**src/rtl/dbg_trace_pkg.sv**
```systemverilog
package dbg_trace_pkg;

    typedef enum logic [1:0] {
        RUN_IDLE = 2'd0,
        RUN_WAIT = 2'd1,
        RUN_FILL = 2'd2,
        RUN_ROLL = 2'd3
    } run_state_t;

    typedef struct packed {
        logic enable;
        logic arm;
        logic begin_mode;
        logic brk_en;
    } cfg_t;

    function automatic logic cfg_starts_run(input cfg_t c);
        return c.enable & c.arm;
    endfunction

endpackage

```
**src/rtl/dbg_trig_qual.sv**
```systemverilog
module dbg_trig_qual #(
    parameter int TRACK_LAT = 2
) (
    input  logic clk,
    input  logic rst,
    input  logic match,
    input  logic sel,
    output logic qual
);
    logic tracked;

    generate
        if (TRACK_LAT == 1) begin : g_one
            logic stage_q;
            always_ff @(posedge clk) begin
                if (rst) stage_q <= 1'b0;
                else     stage_q <= match;
            end
            assign tracked = stage_q;
        end else begin : g_many
            logic [TRACK_LAT-1:0] pipe_q;
            always_ff @(posedge clk) begin
                if (rst) pipe_q <= '0;
                else     pipe_q <= {pipe_q[TRACK_LAT-2:0], match};
            end
            assign tracked = pipe_q[TRACK_LAT-1];
        end
    endgenerate

    assign qual = sel ? tracked : match;

endmodule

```
**src/rtl/dbg_trace_store.sv**
```systemverilog
module dbg_trace_store #(
    parameter int WORD_W = 16,
    parameter int DEPTH  = 8
) (
    input  logic                         clk,
    input  logic                         rst,
    input  logic                         clear,
    input  logic                         wr_en,
    input  logic [WORD_W-1:0]            wr_data,
    input  logic                         pop,
    output logic [WORD_W-1:0]            rd_data,
    output logic [$clog2(DEPTH+1)-1:0]   count
);
    localparam int PTR_W = $clog2(DEPTH);
    localparam int CNT_W = $clog2(DEPTH+1);
    localparam logic [CNT_W-1:0] FULL = CNT_W'(DEPTH);

    logic [WORD_W-1:0] mem_q [DEPTH];
    logic [PTR_W-1:0]  wptr_q;
    logic [CNT_W-1:0]  cnt_q;
    logic [PTR_W-1:0]  rd_idx;

    assign rd_idx  = wptr_q - PTR_W'(cnt_q);
    assign rd_data = mem_q[rd_idx];
    assign count   = cnt_q;

    always_ff @(posedge clk) begin
        if (wr_en && !clear) mem_q[wptr_q] <= wr_data;
    end

    always_ff @(posedge clk) begin
        if (rst || clear) begin
            wptr_q <= '0;
            cnt_q  <= '0;
        end else if (wr_en) begin
            wptr_q <= wptr_q + PTR_W'(1);
            if (cnt_q != FULL) cnt_q <= cnt_q + CNT_W'(1);
        end else if (pop && cnt_q != '0) begin
            cnt_q <= cnt_q - CNT_W'(1);
        end
    end

    p_cnt_bound_r7: assert property (@(posedge clk) disable iff (rst)
        cnt_q <= FULL);

    p_pop_dec_r10: assert property (@(posedge clk) disable iff (rst)
        (pop && !wr_en && !clear && cnt_q != '0) |=> cnt_q == $past(cnt_q) - CNT_W'(1));

endmodule

```
**src/rtl/dbg_run_ctrl.sv**
```systemverilog
module dbg_run_ctrl
    import dbg_trace_pkg::*;
#(
    parameter int DEPTH = 8
) (
    input  logic                        clk,
    input  logic                        rst,
    input  logic                        cfg_we,
    input  cfg_t                        cfg,
    input  logic                        qual,
    input  logic                        cap_valid,
    input  logic                        rd_req,
    input  logic [$clog2(DEPTH+1)-1:0]  cnt,
    output logic                        armed,
    output logic                        brk_req,
    output logic                        store_wr,
    output logic                        store_clear,
    output logic                        store_pop
);
    localparam int CNT_W = $clog2(DEPTH+1);
    localparam logic [CNT_W-1:0] LAST = CNT_W'(DEPTH - 1);
    localparam logic [CNT_W-1:0] FULL = CNT_W'(DEPTH);

    run_state_t state_q, state_d;
    logic       brk_en_q;
    logic       brk_q;
    logic       stop;

    always_comb begin
        state_d     = state_q;
        store_wr    = 1'b0;
        store_clear = 1'b0;
        stop        = 1'b0;
        unique case (state_q)
            RUN_WAIT: if (qual) state_d = RUN_FILL;
            RUN_FILL: begin
                if (cap_valid) begin
                    store_wr = 1'b1;
                    if (cnt == LAST) stop = 1'b1;
                end
            end
            RUN_ROLL: begin
                store_wr = cap_valid;
                if (qual) stop = 1'b1;
            end
            default: ;
        endcase
        if (stop) state_d = RUN_IDLE;
        if (cfg_we) begin
            store_wr = 1'b0;
            stop     = 1'b0;
            if (cfg_starts_run(cfg)) begin
                store_clear = 1'b1;
                state_d     = cfg.begin_mode ? RUN_WAIT : RUN_ROLL;
            end else begin
                state_d = RUN_IDLE;
            end
        end
    end

    assign store_pop = rd_req && (state_q == RUN_IDLE) && (cnt != '0) && !store_clear;

    always_ff @(posedge clk) begin
        if (rst) begin
            state_q  <= RUN_IDLE;
            brk_en_q <= 1'b0;
            brk_q    <= 1'b0;
        end else begin
            state_q <= state_d;
            brk_q   <= stop && brk_en_q;
            if (cfg_we) brk_en_q <= cfg.brk_en;
        end
    end

    assign armed   = (state_q != RUN_IDLE);
    assign brk_req = brk_q;

    p_brk_disarmed_r9: assert property (@(posedge clk) disable iff (rst)
        brk_req |-> !armed);

    p_brk_pulse_r9: assert property (@(posedge clk) disable iff (rst)
        brk_req |=> !brk_req);

    p_fill_below_full_r6: assert property (@(posedge clk) disable iff (rst)
        (state_q == RUN_FILL) |-> cnt < FULL);

    p_wait_no_store_r5: assert property (@(posedge clk) disable iff (rst)
        (state_q == RUN_WAIT && !cfg_we) |=> cnt == $past(cnt));

endmodule

```
**src/rtl/dbg_trace_trig.sv**
```systemverilog
module dbg_trace_trig
    import dbg_trace_pkg::*;
#(
    parameter int WORD_W    = 16,
    parameter int DEPTH     = 8,
    parameter int TRACK_LAT = 2
) (
    input  logic                        clk,
    input  logic                        rst,
    input  logic [WORD_W-1:0]           cap_data,
    input  logic                        cap_valid,
    input  logic                        cmp_match,
    input  logic                        trig_sel,
    input  logic                        cfg_we,
    input  logic                        cfg_enable,
    input  logic                        cfg_arm,
    input  logic                        cfg_begin,
    input  logic                        cfg_brk_en,
    input  logic                        rd_req,
    output logic [WORD_W-1:0]           rd_data,
    output logic [$clog2(DEPTH+1)-1:0]  entry_cnt,
    output logic                        armed,
    output logic                        brk_req
);
    localparam int CNT_W = $clog2(DEPTH+1);

    cfg_t             cfg_in;
    logic             qual;
    logic             store_wr;
    logic             store_clear;
    logic             store_pop;
    logic [CNT_W-1:0] cnt;

    assign cfg_in = '{enable: cfg_enable, arm: cfg_arm,
                      begin_mode: cfg_begin, brk_en: cfg_brk_en};

    dbg_trig_qual #(.TRACK_LAT(TRACK_LAT)) u_qual (
        .clk   (clk),
        .rst   (rst),
        .match (cmp_match),
        .sel   (trig_sel),
        .qual  (qual)
    );

    dbg_run_ctrl #(.DEPTH(DEPTH)) u_ctrl (
        .clk         (clk),
        .rst         (rst),
        .cfg_we      (cfg_we),
        .cfg         (cfg_in),
        .qual        (qual),
        .cap_valid   (cap_valid),
        .rd_req      (rd_req),
        .cnt         (cnt),
        .armed       (armed),
        .brk_req     (brk_req),
        .store_wr    (store_wr),
        .store_clear (store_clear),
        .store_pop   (store_pop)
    );

    dbg_trace_store #(.WORD_W(WORD_W), .DEPTH(DEPTH)) u_store (
        .clk     (clk),
        .rst     (rst),
        .clear   (store_clear),
        .wr_en   (store_wr),
        .wr_data (cap_data),
        .pop     (store_pop),
        .rd_data (rd_data),
        .count   (cnt)
    );

    assign entry_cnt = cnt;

    p_arm_empties_r2: assert property (@(posedge clk) disable iff (rst)
        (cfg_we && cfg_enable && cfg_arm) |=> (armed && entry_cnt == '0));

    p_disarm_write_r3: assert property (@(posedge clk) disable iff (rst)
        (cfg_we && !(cfg_enable && cfg_arm)) |=> (!armed && !brk_req));

    p_read_ignored_r11: assert property (@(posedge clk) disable iff (rst)
        (armed && rd_req && !cap_valid && !cfg_we) |=> entry_cnt == $past(entry_cnt));

endmodule

```
**config.mk**
```make
export PLATFORM = sky130hd
export DESIGN_NAME = dbg_trace_trig
export DESIGN_NICKNAME = d
export VERILOG_FILES = /design/src/rtl/dbg_trace_pkg.sv /design/src/rtl/dbg_trig_qual.sv /design/src/rtl/dbg_trace_store.sv /design/src/rtl/dbg_run_ctrl.sv /design/src/rtl/dbg_trace_trig.sv
export SDC_FILE = /design/constraint.sdc
export NUM_CORES = 1
export LEC_CHECK = 0
export BUFFER_PORTS_ARGS = -buffer_cell sky130_fd_sc_hd__buf_2
export CAP_MARGIN = 15
export CORE_UTILIZATION = 50
export CTS_CLUSTER_DIAMETER = 60
export DETAILED_ROUTE_END_ITERATION = 16
export PLACE_DENSITY = 0.81
export SLEW_MARGIN = 20
export SYNTH_ARGS = -nofsm -noshare
export SYNTH_HDL_FRONTEND = slang
export SYNTH_HIERARCHICAL = 1
export SYNTH_SLANG_ARGS = --single-unit
```
**constraint.sdc**
```tcl
create_clock -name clk -period 4.27 [get_ports clk]
set_clock_uncertainty 0.15 [all_clocks]
set_input_delay 0.427 -clock clk [delete_from_list [all_inputs] [get_ports clk]]
set_output_delay 0.427 -clock clk [all_outputs]
set_load 0.005 [all_outputs]
```
Yosys cells after proc, flatten, opt, wreduce, memory -nomap -nowiden
Memories as Yosys holds them, arrays and structs flattened.
Index checks and enable logic that the tools add are counted.
{ "classes": {"addsub": 4, "n_eq_ne": 6, "muxes": 22, "bitwise": 1, "n_reduce_logical": 16} }
{ "op_table": {"columns": ["cell", "n"], "rows": [
  ["$mux W2", 6],
  ["$mux W4", 3],
  ["$mux W1", 11],
  ["$logic_and A1 B1 Y1", 6],
  ["$reduce_bool A3 Y1", 2],
  ["$add A4 B1 Y4 const B", 1],
  ["$eq A2 B2 Y1 const B", 2],
  ["$eq A4 B3 Y1 const B", 1],
  ["$ne A4 B4 Y1 const B", 1],
  ["$pmux W1 S2", 2],
  ["$reduce_and A2 Y1", 2],
  ["$reduce_bool A2 Y1", 2],
  ["$reduce_bool A4 Y1", 1],
  ["$sub A4 B1 Y4 const B", 1],
  ["$add A3 B1 Y3 const B", 1],
  ["$sub A3 B3 Y3", 1],
  ["$eq A2 B1 Y1 const B", 1],
  ["$logic_not A2 Y1", 1],
  ["$ne A2 B2 Y1 const B", 1],
  ["$and A1 B1 Y1", 1],
  ["$logic_not A1 Y1", 1],
  ["$logic_or A1 B1 Y1", 1]
]} }
{ "totals": {"ff_bits": 13, "ramBits": 128, "in_bits": 27, "output_inout_bits": 22, "word_cells": 56, "mem_count": 1} }
{ "memory_table": {"columns": ["name", "depth", "word_bits", "rd", "rd_ports_with_merged_regs", "write_ports", "line", "rtl"], "rows": [
  ["u_store.mem_q", 8, 16, 1, 0, 1, "dbg_trace_store.sv:18", "logic [WORD_W-1:0] mem_q [DEPTH];"]
]} }

Logic depth before layout (Yosys ltp)
Gate-level depths: netlist of the first run.
{ "depth": {"depth_word": 8, "depth_mapped": 9, "ltp_nobuf": 8} }

By module
The synthesis of the first run kept the hierarchy.
{ "by_module_without_submodules": {"columns": ["module", "instances", "cells_per_inst", "area_per_inst_um2", "seq_area_each_um2"], "rows": [
  ["dbg_trace_store", 1, 252, 5381.4, 3983.8],
  ["dbg_run_ctrl", 1, 28, 239.0, 80.1],
  ["dbg_trig_qual", 1, 5, 67.6, 40.0]
]} }

Least setup slack after synthesis of the first run
OpenSTA, ideal clock, no wires.
{ "synth_timing": {"path_kind": "input-to-reg", "from": "input cap_valid", "to": "memory u_store.mem_q[0][0], enable pin", "arrival_ns": 2.641, "path_slack_ns": 1.049, "cell_stages": 5, "n_path_buf": 1, "path_cell_list": "nand2_1 nor2_1 clkbuf_1 nand2b_1 nor4_1"} }
{ "synth_between": {"elab_chain_cells": 6} }
{ "synth_lines": {"columns": ["item", "line", "rtl"], "rows": [
  ["start: declaration", "dbg_trace_trig.sv:11", "input logic cap_valid,"],
  ["$mux W1", "dbg_run_ctrl.sv:37", "if (cap_valid) begin"],
  ["$pmux W1 S2 (*)", "dbg_run_ctrl.sv:34", "unique case (state_q)"],
  ["$mux W1 (*)", "dbg_run_ctrl.sv:49", "if (cfg_we) begin"],
  ["net store_wr", "dbg_trace_trig.sv:29", "logic store_wr;"],
  ["$logic_and A1 B1 Y1 (*)", "dbg_trace_store.sv:28", "if (wr_en && !clear) mem_q[wptr_q] <= wr_data;"],
  ["$mux W1 (*)", "dbg_trace_store.sv:28", null],
  ["$mux W1 (not written as such) (*)", "dbg_trace_store.sv:28", null],
  ["end: declaration", "dbg_trace_store.sv:18", null]
]} }
Mark *: on every way through the listed nets, which the timed path passes. The rest lies on a longest branch.

Final worst setup path of the first run
{ "layout_timing": {"from": "register u_store.cnt_q[0] (netlist: u_store/count[0])", "to": "output rd_data[12]"} }
{ "layout_between": {"elab_chain_cells": 2} }
{ "layout_lines": {"columns": ["item", "line", "rtl"], "rows": [
  ["start: declaration", "dbg_trace_store.sv:20", "logic [CNT_W-1:0] cnt_q;"],
  ["start signal: assignment", "dbg_trace_store.sv:37", "if (cnt_q != FULL) cnt_q <= cnt_q + CNT_W'(1);"],
  ["start signal: assignment", "dbg_trace_store.sv:39", "cnt_q <= cnt_q - CNT_W'(1);"],
  ["$sub A3 B3 Y3", "dbg_trace_store.sv:23", "assign rd_idx = wptr_q - PTR_W'(cnt_q);"],
  ["$mem_v2 Z8 W16", null, null],
  ["end: declaration", "dbg_trace_trig.sv:20", "output logic [WORD_W-1:0] rd_data,"]
]} }
No other way between the ends.

==> impl_metrics.toml, run 1 <==
[run_status]
status = "completed"

[clocking]
cts_root_buf = "clkbuf_16"
ctsHoldBuffers = 0
cts_max_level = 4
cts_buffer_depth = 2
path_clk_slew_ns = 0.06
cts_tree = "yes"
worstSkewPairLatency_ns = 0.41
postCtsSetupRepairBufs = 0
cts.sinks = 141
cts-resized-gates = 0
cts_buffers = 17

[timing]
fin_crit_sh = 0.8412
finalHoldViolCount = 0
fmax_mhz = 278.4
grt_setup_unrepaired = "false"
finalSetupTns_ns = 0
max_slew.worst_pin.slew_ns = 0.8335
min_period_ns = 3.592
setup_viol = 0
slew_headroom = 0.4397
slew_violations = 0

[grt]
use_met3 = 0.06754
grt_pass1_vias = 3138
grt_busiest_layer = "met2"
antenna_found_initial = 1
overflow = 0
grt_max_degree = 33
use_met2 = 0.3382
grtUsageMet1 = 0.2447
grt_use_total = 0.2008
grt_pass1_wl_um = 16620

[setup_path]
ff2ff_path_depth = 6
critPathMaxStageDelay_ns = 0.74
crit_slowest_cell = "fa_1"
arrival_ns = 3.01
required_ns = 3.69
worstPathCellList = "ha_2, inv_1, fa_1, buf_12, mux4_2, mux2_4, buf_2"
critPathLaunchType = "flip-flop"
cp-end-kind = "primary output"
crit_path_max_fanout = 26
criticalPathCategory = "reg -> out"

[power_and_ir_drop]
clkPwrFrac = 0.449
internal_power_uw = 2456
p_leak_uw = 0.002304
switchingPower_uw = 701.3
power_density_mw_per_mm2 = 467.1
sequentialPowerShare = 0.481
power.share.combinational = 0.070
p_sw_frac = 0.2221
ir_drop_v = 0.0002783

[synthesis]
netlist_area_sq_mm = 0.005688
ys_seq_area_frac = 0.7215
ys_types = 40
yosysWarnings = 6
async_reset_ff_frac = 0
yosys_register_bits = 141
yosysTopAreaCellShare = 0.6758
synth_edf_count = 128
syn_avg_cell_area_sq_um = 19.96
ys_top_cells_by_area = "edfxtp_1, mux4_2, dfxtp_1"
yosysTopAreaCell = "edfxtp_1"
ys.flop_type = "edfxtp_1"
synthTopCellsByCount = "edfxtp_1, mux4_2, nor2_1"
post-synth-top-count-cell = "edfxtp_1"
synth_nets = 318
synthCells = 285

[cells_and_area]
stdcell_area_sq_mm = 0.006759
syn_to_final_growth_pct = 18.83
nets = 388
antenna_cells = 0
drive_gt1_frac = 0.4158

[detailed_routing]
drc_errors = 0
antenna_left = 0
wl_per_cell_um = 20.62
dr_total_vias = 2875
routed_wl_um = 10480
via_per_inst = 5.659
drt_first_pass_iters = 4
first_iter_violations = 153

[placed_design]
io_buffers = 48
dpl_cell_area_sq_mm = 0.006178
place.gp.congestion = 0.7335
dp_hpwl_um = 6321

[worst_hold_path]
hp-class = "in -> reg"
hold_depth = 2

[floorplanning]
initial_utilization = 0.5179
rows = 38
dieArea_sq_mm = 0.01181
io_pins = 49
coreArea_sq_mm = 0.01098
die_w_um = 108.7
dieHeight_um = 108.7

[job]
max_cap_viol_count = 0
==> cell type report <==
type,count,area (sq um)
flip-flops and latches,141,4104
clock inverters,14,151.4
fillers,771,4224
inverters,7,26.28
multi-input cells,127,1523
repair buffers,61,350.3
well taps,140,175.2
clock buffers,18,429.2
==> critical path, delay by kind of cell (launching register included) <==
family                   cells  cell delay (ns)
adder cells (fa/ha/maj)      2             0.99
multiplexers                 2             0.62
buffers and inverters        3             0.42
flip-flops                   1             0.58
==> stage by stage <==
step | hold WS [ns] | total power [uW] | setup WS, ns | utilization | std cells
after floorplan | 0.2638 | 1694 | 1.049 | - | 285
after global placement | 0.2805 | 1766 | 1.145 | 0.5625 | 476
after detailed placement | 0.2867 | 1773 | 1.105 | 0.5625 | 476
after CTS | 0.08370 | 3184 | 0.6560 | 0.6154 | 508
after global routing | 0.09243 | 3265 | 0.5535 | 0.6154 | 508
final | 0.1002 | 3157 | 0.6781 | 0.6154 | 508
==> final timing paths <==
check / to / slack (ns) / from
setup / recovery: rd_data[12] / 0.68 / u_store/count[0]
hold / removal: u_qual/g_many.pipe_q[0] / 0.10 / cmp_match
setup reg to reg: u_store/mem_q[0][15] / 1.89 / u_ctrl/state_q[1]
hold reg to reg: u_qual/g_many.pipe_q[1] / 0.30 / u_qual/g_many.pipe_q[0]
==> routing by layer <==
layer	up-vias	share of wire
met5	-	0
met4	0	0.013
met3	14	0.059
met2	94	0.51
met1	1466	0.42
li1	1301	-
==> flip-flops by register name, indices dropped and copies added, names as in the netlist <==
signal / cells
u_ctrl/brk_en_q: 1
u_qual/g_many.pipe_q: 2
u_store/mem_q: 128
u_store/count: 4
u_store/wptr_q: 3
u_ctrl/state_q: 2
u_ctrl/brk_req: 1
==> power by group through the flow <==
stage	registers, uW	clock network [uW]	logic, uW
finish	1520	1420	222
global route	1520	1500	243
CTS	1520	1440	227
detailed placement	1550	0	226
global placement	1550	0	219
floorplan	1550	0	147
==> layout by cell type, fill, tap and decap left out, types with 2 or more instances in the layout <==
master,instances
inv_8,4
buf_4,12
clkinvlp_4,2
mux2_2,6
edfxtp_1,128
clkinv_4,4
nor3_1,2
clkbuf_16,17
nor2_1,17
nor2b_1,3
nand2b_1,5
inv_1,7
inv_6,3
nor4_2,3
mux4_2,33
buf_2,48
nand3_1,2
fa_1,2
or2_2,2
ha_1,3
dfxtp_1,13
xor2_1,3
nand2_1,8
mux2_4,11
a21oi_1,7
==> cells by family (layout without fill, tap and decap cells) <==
kind of cell | after synthesis | after routing | synth area share
buffers and inverters | 17 | 100 | 0.01342
adders and majority gates | 6 | 6 | 0.01584
AOI/OAI and AO/OA | 17 | 17 | 0.02178
xor gates and xnor gates | 5 | 5 | 0.009021
DFF | 141 | 141 | 0.7215
and+or+nand+nor | 48 | 48 | 0.04510
muxes | 51 | 51 | 0.1733
Power figures use the tool's default switching activity.
==> run 2, diff against run 1 <==
PLACE_DENSITY = 0.83   (was 0.81)
clock period = 3.24 ns   (was 4.27 ns; I/O delays follow)
==> run 2 against run 1 <==
Routed wire length increased by 4.8%. Cell area grew 0.87%. Clock power grew 33%. Sequential cell count unchanged. Cell count is 0.20% higher. Combinational power increased by 41%. Critical endpoint is now rd_data[13].
==> impl_metrics.toml, run 2 (synthesis results as in run 1) <==
[run_status]
status = "completed"

[clocking]
cts_buffer_depth = 2
cts_root_buf = "clkbuf_16"
worstSkewPairLatency_ns = 0.41
path_clk_slew_ns = 0.06
cts_tree = "yes"
cts_max_level = 4
cts_buffers = 17
cts.sinks = 141
postCtsSetupRepairBufs = 0

[job]
max_cap_viol_count = 0

[cells_and_area]
layout.cells.non_filler = 509
utilization = 0.6208
nets = 389
num-fill-cells = 784
drive_gt1_frac = 0.4282
largest_register_ffs = 128
antenna_cells = 0
stdcell_area_sq_mm = 0.006818
layout_commonest_cell = "edfxtp_1"
final_cell_mix = "edfxtp_1, buf_2, mux4_2, clkbuf_16, nor2_1"
top_register = "u_store/mem_q"
syn_to_final_growth_pct = 19.86

[detailed_routing]
drc_errors = 0
dr_total_vias = 2900
wl_per_cell_um = 21.58
drt_first_pass_iters = 4
antenna_left = 0
routed_wl_um = 10980
first_iter_violations = 187
via_per_inst = 5.697

[timing]
finalHoldViolCount = 0
min_period_ns = 3.129
slew_violations = 0
fmax_mhz = 319.6
setup_viol = 0
slew_headroom = 0.6585
fin_crit_sh = 0.9656
finalSetupTns_ns = 0
grt_setup_unrepaired = "false"
max_slew.worst_pin.slew_ns = 0.5056

[placed_design]
io_buffers = 48
dpl_cell_area_sq_mm = 0.006196
dp_cells = 475
dp_hpwl_um = 6063
place.gp.congestion = 0.7946

[floorplanning]
rows = 38
dieHeight_um = 108.7
io_pins = 49
initial_utilization = 0.5179
dieArea_sq_mm = 0.01181
coreArea_sq_mm = 0.01098
die_w_um = 108.7

[setup_path]
required_ns = 2.77
critPathMaxStageDelay_ns = 0.62
crit_slowest_cell = "fa_2"
critPathLaunchType = "flip-flop"
criticalPathCategory = "reg -> out"
r2r_start = "u_ctrl/state_q[1]"
crit_path_max_fanout = 16
path_common_cell = "inv_1"
cp-end-kind = "primary output"
worstPathCellList = "inv_1, ha_2, inv_1, fa_2, clkbuf_16, mux4_2, mux2_4, buf_2"
arrival_ns = 2.65
worstSetupStartpoint = "u_store/wptr_q[0]"

[power_and_ir_drop]
internal_power_uw = 3245
clkPwrFrac = 0.450
power.share.combinational = 0.075
p_leak_uw = 0.002321
power_density_mw_per_mm2 = 616.9
sequentialPowerShare = 0.476
p_sw_frac = 0.2285
ir_drop_v = 0.0003744
switchingPower_uw = 961.1

[grt]
grt_pass1_vias = 3084
use_met2 = 0.3531
grt_use_total = 0.2037
grt_pass1_wl_um = 16860
grt_max_degree = 33
overflow = 0
grt_busiest_layer = "met2"
antenna_found_initial = 0
use_met3 = 0.05738
grtUsageMet1 = 0.2451

[worst_hold_path]
hp-class = "in -> reg"
min_from = "rst"
[run 2: per-layer routing]
layer | vias up | share of wire
li1 | 1299 | -
met4 | 0 | 0.0077
met1 | 1482 | 0.38
met5 | - | 0
met3 | 8 | 0.075
met2 | 111 | 0.54
[run 2: final timing paths]
kind,endpoint,slack [ns],cells past startpoint
worst max register to register,u_store/count[3],1.04,9
worst min register to register,u_qual/g_many.pipe_q[1],0.30,1
worst min-delay path,u_ctrl/state_q[1],0.02,2
worst max-delay path,rd_data[13],0.11,8
[run 2: per-stage QoR]
step                      total power (uW)  hold slack (ns)  setup slack, ns
after floorplan                       2232           0.2402          0.08096
after global placement                2336           0.2781           0.4350
after detailed placement              2349           0.2805           0.3300
after CTS                             4222          0.01113          0.02206
after global routing                  4338         0.008956         0.008459
final                                 4206          0.01777           0.1115
[run 2: area by class of cell]
type,count,area [sq um],area share
clock buffer,17,425.4,0.06240
clock inverter,15,152.6,0.02239
sequential,141,4110,0.6029
timing repair buffer,62,402.9,0.05909
inverter,7,26.28,0.003854
multi-input combinational,127,1525,0.2237
tap,140,175.2,0.02569
[run 2: critical path: cells and delay by family, from the launching register on]
family                   cells  cell delay, ns
flip-flops                   1            0.37
multiplexers                 2            0.58
buffers and inverters        4            0.50
adder cells (fa/ha/maj)      2            0.78
[run 2: what timing repair did]
item	CTS	global route
setup endpoints to repair	16	16
hold endpoints to repair	1	0
cloned	0	1
resized for setup	1	4
hold buffers	1	0
[run 2: power by group through the flow]
stage	logic [uW]	clock network, uW	registers (uW)
floorplan	194	0	2040
global placement	297	0	2040
detailed placement	309	0	2040
CTS	311	1910	2000
global route	342	2000	2000
finish	313	1890	2000
==> run 3, diff against run 2 <==
CAP_MARGIN = 20   (was 15)
GPL_TIMING_DRIVEN = 0   (was unset)
HOLD_SLACK_MARGIN = 0.1   (was unset)
==> run 3 against run 2 <==
Clock-buffer cell count stayed put. Critical endpoint is now rd_data[3]. Largest cell class unchanged. Global-route usage is 0.37 points higher. Highest routed layer unchanged. Worst hold slack better by 0.15 ns. Utilization is 4.0 points higher. Sequential power hardly changed. Setup slack worse by 0.089 ns. Routed wire length is 3.8% higher.
==> impl_metrics.toml, run 3 (synthesis results as in run 1) <==
[floorplanning]
dieHeight_um = 108.7
coreArea_sq_mm = 0.01098
initial_utilization = 0.5179
die_w_um = 108.7
dieArea_sq_mm = 0.01181
rows = 38
io_pins = 49

[setup_path]
r2r_slack_ns = 0.31
criticalPathCategory = "reg -> out"
arrival_ns = 2.74
ff2ff_path_depth = 7
r2r_start = "u_ctrl/state_q[1]"
crit_path_max_fanout = 6
r2r_end = "u_store/mem_q[0][1]"
critPathLaunchType = "flip-flop"
cp-end-kind = "primary output"
required_ns = 2.77
worstSetupStartpoint = "u_store/wptr_q[0]"

[timing]
setup_viol = 0
fmax_mhz = 310.8
slew_headroom = 0.4202
fin_crit_sh = 0.9930
slew_violations = 0
finalSetupTns_ns = 0
max_slew.worst_pin.slew_ns = 0.8625
finalHoldViolCount = 0
min_period_ns = 3.217

[clocking]
cts_tree = "yes"
worstSkewPairLatency_ns = 0.41
cts_buffer_depth = 2
cts_max_level = 4
path_clk_slew_ns = 0.06
cts_root_buf = "clkbuf_16"
cts_buffers = 17
cts.sinks = 141

[cells_and_area]
nets = 433
layout_commonest_cell = "edfxtp_1"
syn_to_final_growth_pct = 27.67
largest_register_ffs = 128
drive_gt1_frac = 0.4407
top_register = "u_store/mem_q"
final_cell_mix = "edfxtp_1, buf_2, mux4_2, dlygate4sd3_1, clkbuf_16"
antenna_cells = 0

[detailed_routing]
first_iter_violations = 163
wl_per_cell_um = 20.61
drc_errors = 0
dr_total_vias = 3067
via_per_inst = 5.546
routed_wl_um = 11400
drt_first_pass_iters = 4
antenna_left = 0

[worst_hold_path]
min_from = "cfg_we"
hp-class = "in -> reg"
hold_depth = 3
holdPathEnd = "u_ctrl/brk_req"

[power_and_ir_drop]
power.share.combinational = 0.086
clkPwrFrac = 0.441
power_density_mw_per_mm2 = 582.7
p_sw_frac = 0.2247
internal_power_uw = 3281
switchingPower_uw = 950.7
ir_drop_v = 0.0003482
sequentialPowerShare = 0.472
p_total_uw = 4232
p_leak_uw = 0.002539

[grt]
grt_max_degree = 17
grt_pass1_vias = 3144
grt_use_total = 0.2074
grt_pass1_wl_um = 16990
overflow = 0
antenna_found_initial = 0

[placed_design]
place.gp.congestion = 0.7402
dp_hpwl_um = 6900
io_buffers = 48

[job]
max_cap_viol_count = 0

[run_status]
status = "completed"
run 3: worst max-delay path, stage by stage (launching register included):
cell       delay, ns
dfxtp_4         0.37
inv_1           0.09
ha_1            0.16
inv_1           0.06
fa_2            0.65
buf_6           0.15
clkbuf_16       0.15
mux4_2          0.29
mux2_2          0.29
buf_2           0.13
run 3: power groups by stage:
stage	registers, uW	logic, uW	clock network, uW
floorplan	2040	194	0
global placement	2040	292	0
detailed placement	2040	304	0
CTS	2000	341	1890
global route	2000	394	1970
finish	2000	365	1870
run 3: cell type report:
class                   count  area (sq um)
clock inverters            15         151.4
multi-input cells         127          1538
plain buffers              10         98.84
clock buffers              17         425.4
inverters                   7         26.28
fillers                   725          3721
flip-flops and latches    141          4113
well taps                 140         175.2
repair buffers             96         734.5
run 3: routing by layer:
metal,track usage,vias to the layer above,part of all wire
li1,-,1392,-
met1,0.2528,1534,0.41
met2,0.3513,125,0.52
met3,0.05858,16,0.061
met4,0.08012,0,0.014
met5,0,-,0
run 3: worst max path at each step:
stage                     slack [ns]                    to  depth (start not counted)
after global routing           -0.06            rd_data[4]                          9
after detailed placement       -0.15            rd_data[4]                          7
final                           0.02            rd_data[3]                          9
after floorplan                 0.08   u_store/mem_q[0][0]                          5
after CTS                      0.002            rd_data[4]                          7
after global placement         -1.56  u_store/mem_q[4][10]                          5
run 3: per-stage QoR:
stage / setup slack [ns] / utilization / instance area [sq um] / instances / hold WS, ns
finish: 0.02259 / 0.6612 / 7262 / 553 / 0.1721
global route: -0.05768 / 0.6612 / 7262 / 553 / 0.1715
CTS: 0.001807 / 0.6489 / 7127 / 542 / 0.1479
detailed placement: -0.1460 / 0.5698 / 6259 / 485 / 0.2856
global placement: -1.564 / 0.5557 / 6103 / 473 / 0.2784
floorplan: 0.08096 / - / 5688 / 285 / 0.2402
run 3: repair_timing:
item                                    4_1_cts  5_1_grt
gates resized for setup                      16        7
cloned                                        0        2
hold buffers                                 23        0
pin swaps                                     1        1
endpoints found under the setup margin       16       16
setup buffers                                 2        9
hold endpoints to repair                    134        0
